[src/rtl/trap_pkg.sv]
package trap_pkg;
    localparam int NSTG = 4;
    localparam int IDXW = $clog2(NSTG);
    localparam int CODEW = 5;

    localparam int STG_IF  = 0;
    localparam int STG_ID  = 1;
    localparam int STG_EX  = 2;
    localparam int STG_MEM = 3;

    typedef enum logic [CODEW-1:0] {
        EC_IRQ     = 5'd0,
        EC_ADDR_LD = 5'd4,
        EC_ADDR_ST = 5'd5,
        EC_RSVD    = 5'd10,
        EC_OVF     = 5'd12
    } exc_code_e;

    typedef struct packed {
        logic [31:0]      epc;
        logic [CODEW-1:0] code;
        logic             ie;
        logic             exl;
    } trap_regs_t;
endpackage

[src/rtl/trap_select.sv]
module trap_select
    import trap_pkg::*;
#(
    parameter int XLEN = 32
) (
    input  logic [NSTG-1:0]           req,
    input  logic [NSTG-1:0][XLEN-1:0] pc,
    output logic                      hit,
    output logic [IDXW-1:0]           idx,
    output logic [XLEN-1:0]           pc_sel
);
    // Later (deeper) stages overwrite earlier ones: oldest instruction wins.
    always_comb begin
        hit    = 1'b0;
        idx    = '0;
        pc_sel = pc[0];
        for (int i = 0; i < NSTG; i++) begin
            if (req[i]) begin
                hit    = 1'b1;
                idx    = IDXW'(i);
                pc_sel = pc[i];
            end
        end
    end
endmodule

[src/rtl/trap_flush_gen.sv]
module trap_flush_gen
    import trap_pkg::*;
(
    input  logic            take,
    input  logic [IDXW-1:0] idx,
    output logic [NSTG-1:0] flush
);
    for (genvar g = 0; g < NSTG; g++) begin : g_stage
        assign flush[g] = take && (IDXW'(g) <= idx);
    end
endmodule

[src/rtl/pipe_trap_unit.sv]
module pipe_trap_unit
    import trap_pkg::*;
#(
    parameter int          XLEN      = 32,
    parameter logic [31:0] VECTOR    = 32'h8000_0180,
    parameter logic        IE_RESET  = 1'b1
) (
    input  logic            clk,
    input  logic            rst_n,
    input  logic            if_req,
    input  logic            id_req,
    input  logic            ex_req,
    input  logic            mem_req,
    input  logic            mem_store,
    input  logic            mem_valid,
    input  logic [XLEN-1:0] pc_if,
    input  logic [XLEN-1:0] pc_id,
    input  logic [XLEN-1:0] pc_ex,
    input  logic [XLEN-1:0] pc_mem,
    input  logic            irq,
    input  logic            eret,
    output logic [NSTG-1:0] flush,
    output logic            redirect,
    output logic [XLEN-1:0] redirect_pc,
    output logic [XLEN-1:0] epc,
    output logic [XLEN-1:0] cause,
    output logic [XLEN-1:0] status
);
    localparam logic [XLEN-1:0] INSN_BYTES = XLEN'(4);

    logic [NSTG-1:0]           stage_req;
    logic [NSTG-1:0][XLEN-1:0] stage_pc;
    logic                      sync_hit;
    logic [IDXW-1:0]           sync_idx;
    logic [XLEN-1:0]           sync_pc;
    logic                      irq_take;
    logic                      take;
    logic [IDXW-1:0]           win_idx;
    logic [XLEN-1:0]           win_pc;
    logic [CODEW-1:0]          win_code;
    trap_regs_t                r_d, r_q;

    assign stage_req = {mem_req, ex_req, id_req, if_req};
    assign stage_pc  = {pc_mem, pc_ex, pc_id, pc_if};

    trap_select #(.XLEN(XLEN)) u_select (
        .req    (stage_req),
        .pc     (stage_pc),
        .hit    (sync_hit),
        .idx    (sync_idx),
        .pc_sel (sync_pc)
    );

    trap_flush_gen u_flush (
        .take  (take),
        .idx   (win_idx),
        .flush (flush)
    );

    always_comb begin
        irq_take = irq && r_q.ie && mem_valid && !sync_hit;
        take     = sync_hit || irq_take;
        win_idx  = sync_hit ? sync_idx : IDXW'(STG_MEM);
        win_pc   = sync_hit ? sync_pc  : pc_mem;

        unique case (int'(win_idx))
            STG_MEM: win_code = mem_store ? EC_ADDR_ST : EC_ADDR_LD;
            STG_EX:  win_code = EC_OVF;
            STG_ID:  win_code = EC_RSVD;
            default: win_code = EC_ADDR_LD;
        endcase
        if (!sync_hit) win_code = EC_IRQ;

        r_d = r_q;
        if (take) begin
            r_d.epc  = 32'(win_pc - INSN_BYTES);
            r_d.code = win_code;
            r_d.ie   = 1'b0;
            r_d.exl  = 1'b1;
        end else if (eret) begin
            r_d.ie   = 1'b1;
            r_d.exl  = 1'b0;
        end

        redirect    = take || eret;
        redirect_pc = take ? XLEN'(VECTOR) : XLEN'(r_q.epc);
    end

    always_ff @(posedge clk) begin
        if (!rst_n) begin
            r_q.epc  <= '0;
            r_q.code <= '0;
            r_q.ie   <= IE_RESET;
            r_q.exl  <= 1'b0;
        end else begin
            r_q <= r_d;
        end
    end

    assign epc    = XLEN'(r_q.epc);
    assign cause  = XLEN'({r_q.code, 2'b00});
    assign status = XLEN'({r_q.exl, r_q.ie});
endmodule

[config.mk]
export PLATFORM = sky130hd
export DESIGN_NAME = pipe_trap_unit
export DESIGN_NICKNAME = d
export VERILOG_FILES = /design/src/rtl/trap_pkg.sv /design/src/rtl/trap_select.sv /design/src/rtl/trap_flush_gen.sv /design/src/rtl/pipe_trap_unit.sv
export SDC_FILE = /design/constraint.sdc
export NUM_CORES = 1
export LEC_CHECK = 0
export BUFFER_PORTS_ARGS = -buffer_cell sky130_fd_sc_hd__buf_2
export CORE_MARGIN = 5
export CORE_UTILIZATION = 39
export DETAILED_ROUTE_END_ITERATION = 7
export GPL_TIMING_DRIVEN = 1
export HOLD_SLACK_MARGIN = 0.03
export PLACE_DENSITY = 0.87
export SYNTH_ARGS = -nofsm -noshare
export SYNTH_HDL_FRONTEND = slang
export SYNTH_SLANG_ARGS = --single-unit
[constraint.sdc]
create_clock -name clk -period 3.5 [get_ports clk]
set_input_delay 0.175 -clock clk [delete_from_list [all_inputs] [get_ports clk]]
set_output_delay 0.175 -clock clk [all_outputs]
set_load 0.01 [all_outputs]
; Yosys cells after proc, flatten, opt, wreduce, memory -nomap -nowiden
; Cells that the tools add are included.
; W data, S select, Z words.
[op_classes]
n_addsub = 1
order_cmp = 4
n_eq_ne = 3
mux = 18
n_reduce_logical = 11
[op_table]
columns = cell, n
row1 = $mux W32, 5
row2 = $sub A32 B3 Y32 const B, 1
row3 = $pmux W4 S3, 1
row4 = $mux W2, 5
row5 = $logic_and A1 B1 Y1, 7
row6 = $mux W1, 6
row7 = $mux W5, 1
row8 = $eq A2 B2 Y1 const B, 2
row9 = $le A1 B2 Y1 const A, 2
row10 = $le A2 B2 Y1 const A, 2
row11 = $eq A2 B1 Y1 const B, 1
row12 = $logic_or A1 B1 Y1, 2
row13 = $reduce_bool A2 Y1, 1
row14 = $logic_not A1 Y1, 1
[word_totals]
regBits = 39
in_bits = 138
out_inout_bits = 133
elab_cells = 41

; Longest topological paths before layout
[depth]
word_depth = 8
mapped_depth = 14
mapped_depth_nobuf = 11

; By module
; Synthesis repeated with hierarchy kept, for this count alone.
[hier_totals]
cells_unflattened = 555
hier_area_um2 = 4830.9
[modules_own_cells]
columns = module, n_inst, cells_per_inst, area_per_inst_um2, seq_area_each_um2
row1 = pipe_trap_unit, 1, 401, 3348.2, 760.7
row2 = trap_select, 1, 150, 1453.9, 0.0
row3 = trap_flush_gen, 1, 4, 28.8, 0.0

; Least setup slack after synthesis
; OpenSTA, ideal clock, no wires.
[synth_timing]
path_kind = input port to flip-flop
startpoint = in id_req
endpoint = reg epc[18] (netlist name)
setup_ns = 0.115
arrival_time_ns = 3.164
required_ns = 3.385
setup_slack_ns = 0.222
stages = 14
n_path_buf = 3
cell_sequence = buf_6 > nor3_2 > nor2_2 > buf_2 > buf_2 > mux2i_1 > ha_1 > or3b_2 > o32ai_2 > nand3_4 > nor4b_2 > xor2_1 > nor2_1 > o21a_1
[synth_via]
elab_chain_len = 6
word_cells_on_any_way = 11
classes_between = add/sub (1) / mux (7) / reduce/logical (3)
[synth_rtl]
columns = element, line
row1 = from (decl), pipe_trap_unit.sv:11  ; input logic id_req,
row2 = branches (longest 6 deep; another with $sub A32 B3 Y32), n/a
; Parallel ways; which one is timed is not known.
; A chain may end at the register's enable or synchronous reset.

; Worst setup path after layout
[layout_timing]
startpoint = in id_req
endpoint = reg epc[29] (netlist name)
[layout_via]
elab_chain_len = 6
word_cells_on_any_way = 11
classes_between = add/sub (1) / mux (7) / reduce/logical (3)
[layout_rtl]
columns = element
row1 = branches (longest 6 deep; another with $sub A32 B3 Y32)
; Parallel ways; which one is timed is not known.

==> impl_results.md <==
* Drt first pass iters at 6
* Final Max Slew Viols at 0
* Mean Syn Cell Area at 7.88 um2
* Initial core utilization at 39.9%
* Global-route wire length before repair at 21800 um
* Hold Path Class: in2reg
* Final setup viols at 0
* H-tree lvl count at 2
* CP cell instances: buf_2 -> buf_4 -> or3_4 -> nand2_4 -> o41ai_4 -> nand3_4 -> nor3_4 -> nand4_1 -> a221o_1
* Largest net degree at the start of global routing at 62
* GRT Overall Usage at 20.9%
* Leak at 0.00272 uW
* Period minus WS final at 2870 ps
* Worst hold start: eret
* CTS Root Cell: clkbuf_8
* Post-cts hold buffer count at 0
* Die height at 113 um
* Core Region at 10300 um2
* Multi-input gate area at 2930 um2
* Fin area at 5140 um2
* Async SR Flop Fraction at 0%
* CTS tree: done
* Slack of the worst reg-to-reg path at 1100 ps
* Outcome: finished, final reports clean
* Worst vdd ir at 0.172 mV
* Max stage delay on crit path at 610 ps
* Leading area contributor after synthesis: dfxtp_1
* Placed cell area at 5000 um2
* Cells after Synth at 523
* FF-to-FF path depth at 7
* Final Cycle Share at 82.0%
* Clk Latency, worst-skew pair at 290 ps
* Setup bufs post-CTS at 0
* Post-Synthesis Cell Area at 4120 um2
* Crit path max fanout at 32
* Post-synthesis sequential area ratio at 18.5%
* RSZ-0062 raised after global routing: false
* Setup tns final at 0 ps
* Clock-pin slew on the worst setup and hold paths at 80 ps
* Post-CTS sizing at 0
* Synth top area share at 18.5%
* I/O Buffers at 212
* Nets at 856
* Hold path cells at 3
* Yosys warns at 0
* FF-to-FF End: epc[25]
* Vias in the first global route at 4224
* Vias per inst at 5.16
* Max Clk Rate at 349 MHz
* Register area at 761 um2
* Number of distinct library cells after synthesis at 66
* Total CTS buffers at 5
* Startpoint Class: primary input
* Fillers at 1048
* WHS Endpoint: status[0]
* Endpoints failing hold at 0
* RR Startpoint: status[0]
* Die X-Extent at 113 um
* Post-synth EDFFs at 0
* CP arrival at 3050 ps
* Avg WL per Cell at 17.2 um
* CP Capture Type: flip-flop
* Crit Path Class: in2reg
* Synthesis-to-layout area growth at 24.7%
* Layout cells sized above 1 at 36.4%
* Synth Flop Type: dfxtp_1
* Diode count at 0
* RePlAce Congestion at 0.877
* WP data required at 3680 ps
* Most frequent cell after synthesis: buf_4
* Slew HR at 50.0%
* Clk buf depth at 2
* IO Pins at 271
* Most area-consuming cells after synthesis: dfxtp_1 18%, mux2i_1 13%, buf_4 11%
* Die area at 12700 um2
* CP max stage cell: o41ai_4
* Post-Place Worst Slack at 317 ps
* Worst clock skew at 4.54 ps
* GRT overflow at 0
* Clock sink total at 38
* Power density over the cells at 289 nW/um2
* #FFs+latches synth at 38
* Rows at 37
* Post-Route WL at 14700 um
* Remaining antenna violation count at 0
* Initial antenna violation count at 1
* DRC at 0
* Dpl hpwl at 11700 um
* Tightest Pin Transition at 749 ps
* Maxcap violations at 0
* Top cells by instance count after synthesis: 62 x buf_4, 53 x mux2i_1, 53 x nand2_1
* Worst setup margin at 631 ps
* Total number of vias at 4384
* 1st-iter DRT viols at 329
[metal layers]
layer	wire (um)	GRT usage [%]
met5	7	0
met2	7070	36.3
met1	5960	26.0
met3	1460	5.56
met4	155	4.65
[placed cells by master (no fill, tap or decap), types with 3 or more instances in the layout]
cell       instances
a21boi_0           5
nor4_1             3
a21oi_1           16
o31ai_1            5
o2bb2ai_1          6
mux2i_1           53
nor2b_1            5
nand3_1           14
conb_1            58
nand2b_1           5
o21ai_0           27
buf_4              7
nor2_1            35
nand4_1            6
a221o_1            3
clkbuf_8           6
xnor2_1           12
o21a_1            11
xor2_1            11
or2_2              3
dfxtp_1           38
ha_1               5
and3_1            31
nand2_1           53
and2_1             5
a211o_1            3
inv_1              5
nor3_1             8
nor4_2             3
buf_2            212
o21ai_1           16
[registers in the layout, indices dropped and copies added (netlist names)]
name / flops
status: 2
epc: 32
cause: 4
[where the power goes]
part	internal [uW]	switching (uW)	total [uW]
clock	304	167	471
combinational	213	313	525
sequential	469	19.5	488
total	986	499	1490
[worst max-delay path, delay by kind of cell]
| family | cells | cell delay, ps |
|---|---|---|
| buffers and inverters | 2 | 610 |
| AOI/OAI and AO/OA | 2 | 930 |
| and+or+nand+nor | 5 | 1310 |
[worst max-delay path by stage]
| stage | from | end | slack, ps | cells after the start |
|---|---|---|---|---|
| after floorplan | id_req | epc[18] | 220 | 14 |
| after global placement | id_req | epc[30] | 400 | 9 |
| after detailed placement | id_req | epc[29] | 320 | 9 |
| after CTS | id_req | epc[29] | 620 | 9 |
| after global routing | id_req | epc[30] | 460 | 9 |
| final | id_req | epc[29] | 630 | 9 |
[through the flow]
stage          utilization (%)  hold slack (ps)  power, uW  cells
3_3_place_gp              48.4              459       1010    842
3_5_place_dp              48.4              468       1020    842
4_1_cts                   49.8              173       1490    850
2_1_floorplan                -              337        874    580
6_report                  49.8              178       1490    850
5_1_grt                   49.8              205       1560    850
[final cells by class]
| cell class | count | share of cell area, % |
|---|---|---|
| Inverter | 6 | 0.438 |
| Sequential cell | 38 | 14.8 |
| Clock buffer | 6 | 1.61 |
| Tap cell | 136 | 3.31 |
| Timing Repair Buffer | 219 | 21.7 |
| Multi-Input combinational cell | 443 | 57.0 |
| Clock inverter | 2 | 1.17 |
[cell families (layout without fill, tap and decap cells)]
logic type | Yosys count | in the layout | share of synthesized area, %
buf+inv | 99 | 233 | 15.8
compound gates | 113 | 113 | 20.8
simple gates | 189 | 189 | 24.9
xor+xnor | 23 | 23 | 4.89
fa+ha+maj | 5 | 5 | 1.52
flops | 38 | 38 | 18.5
mux | 55 | 55 | 13.5
other cells | 1 | 58 | 0.0910
Note: power is estimated with default switching activity, not from simulation.
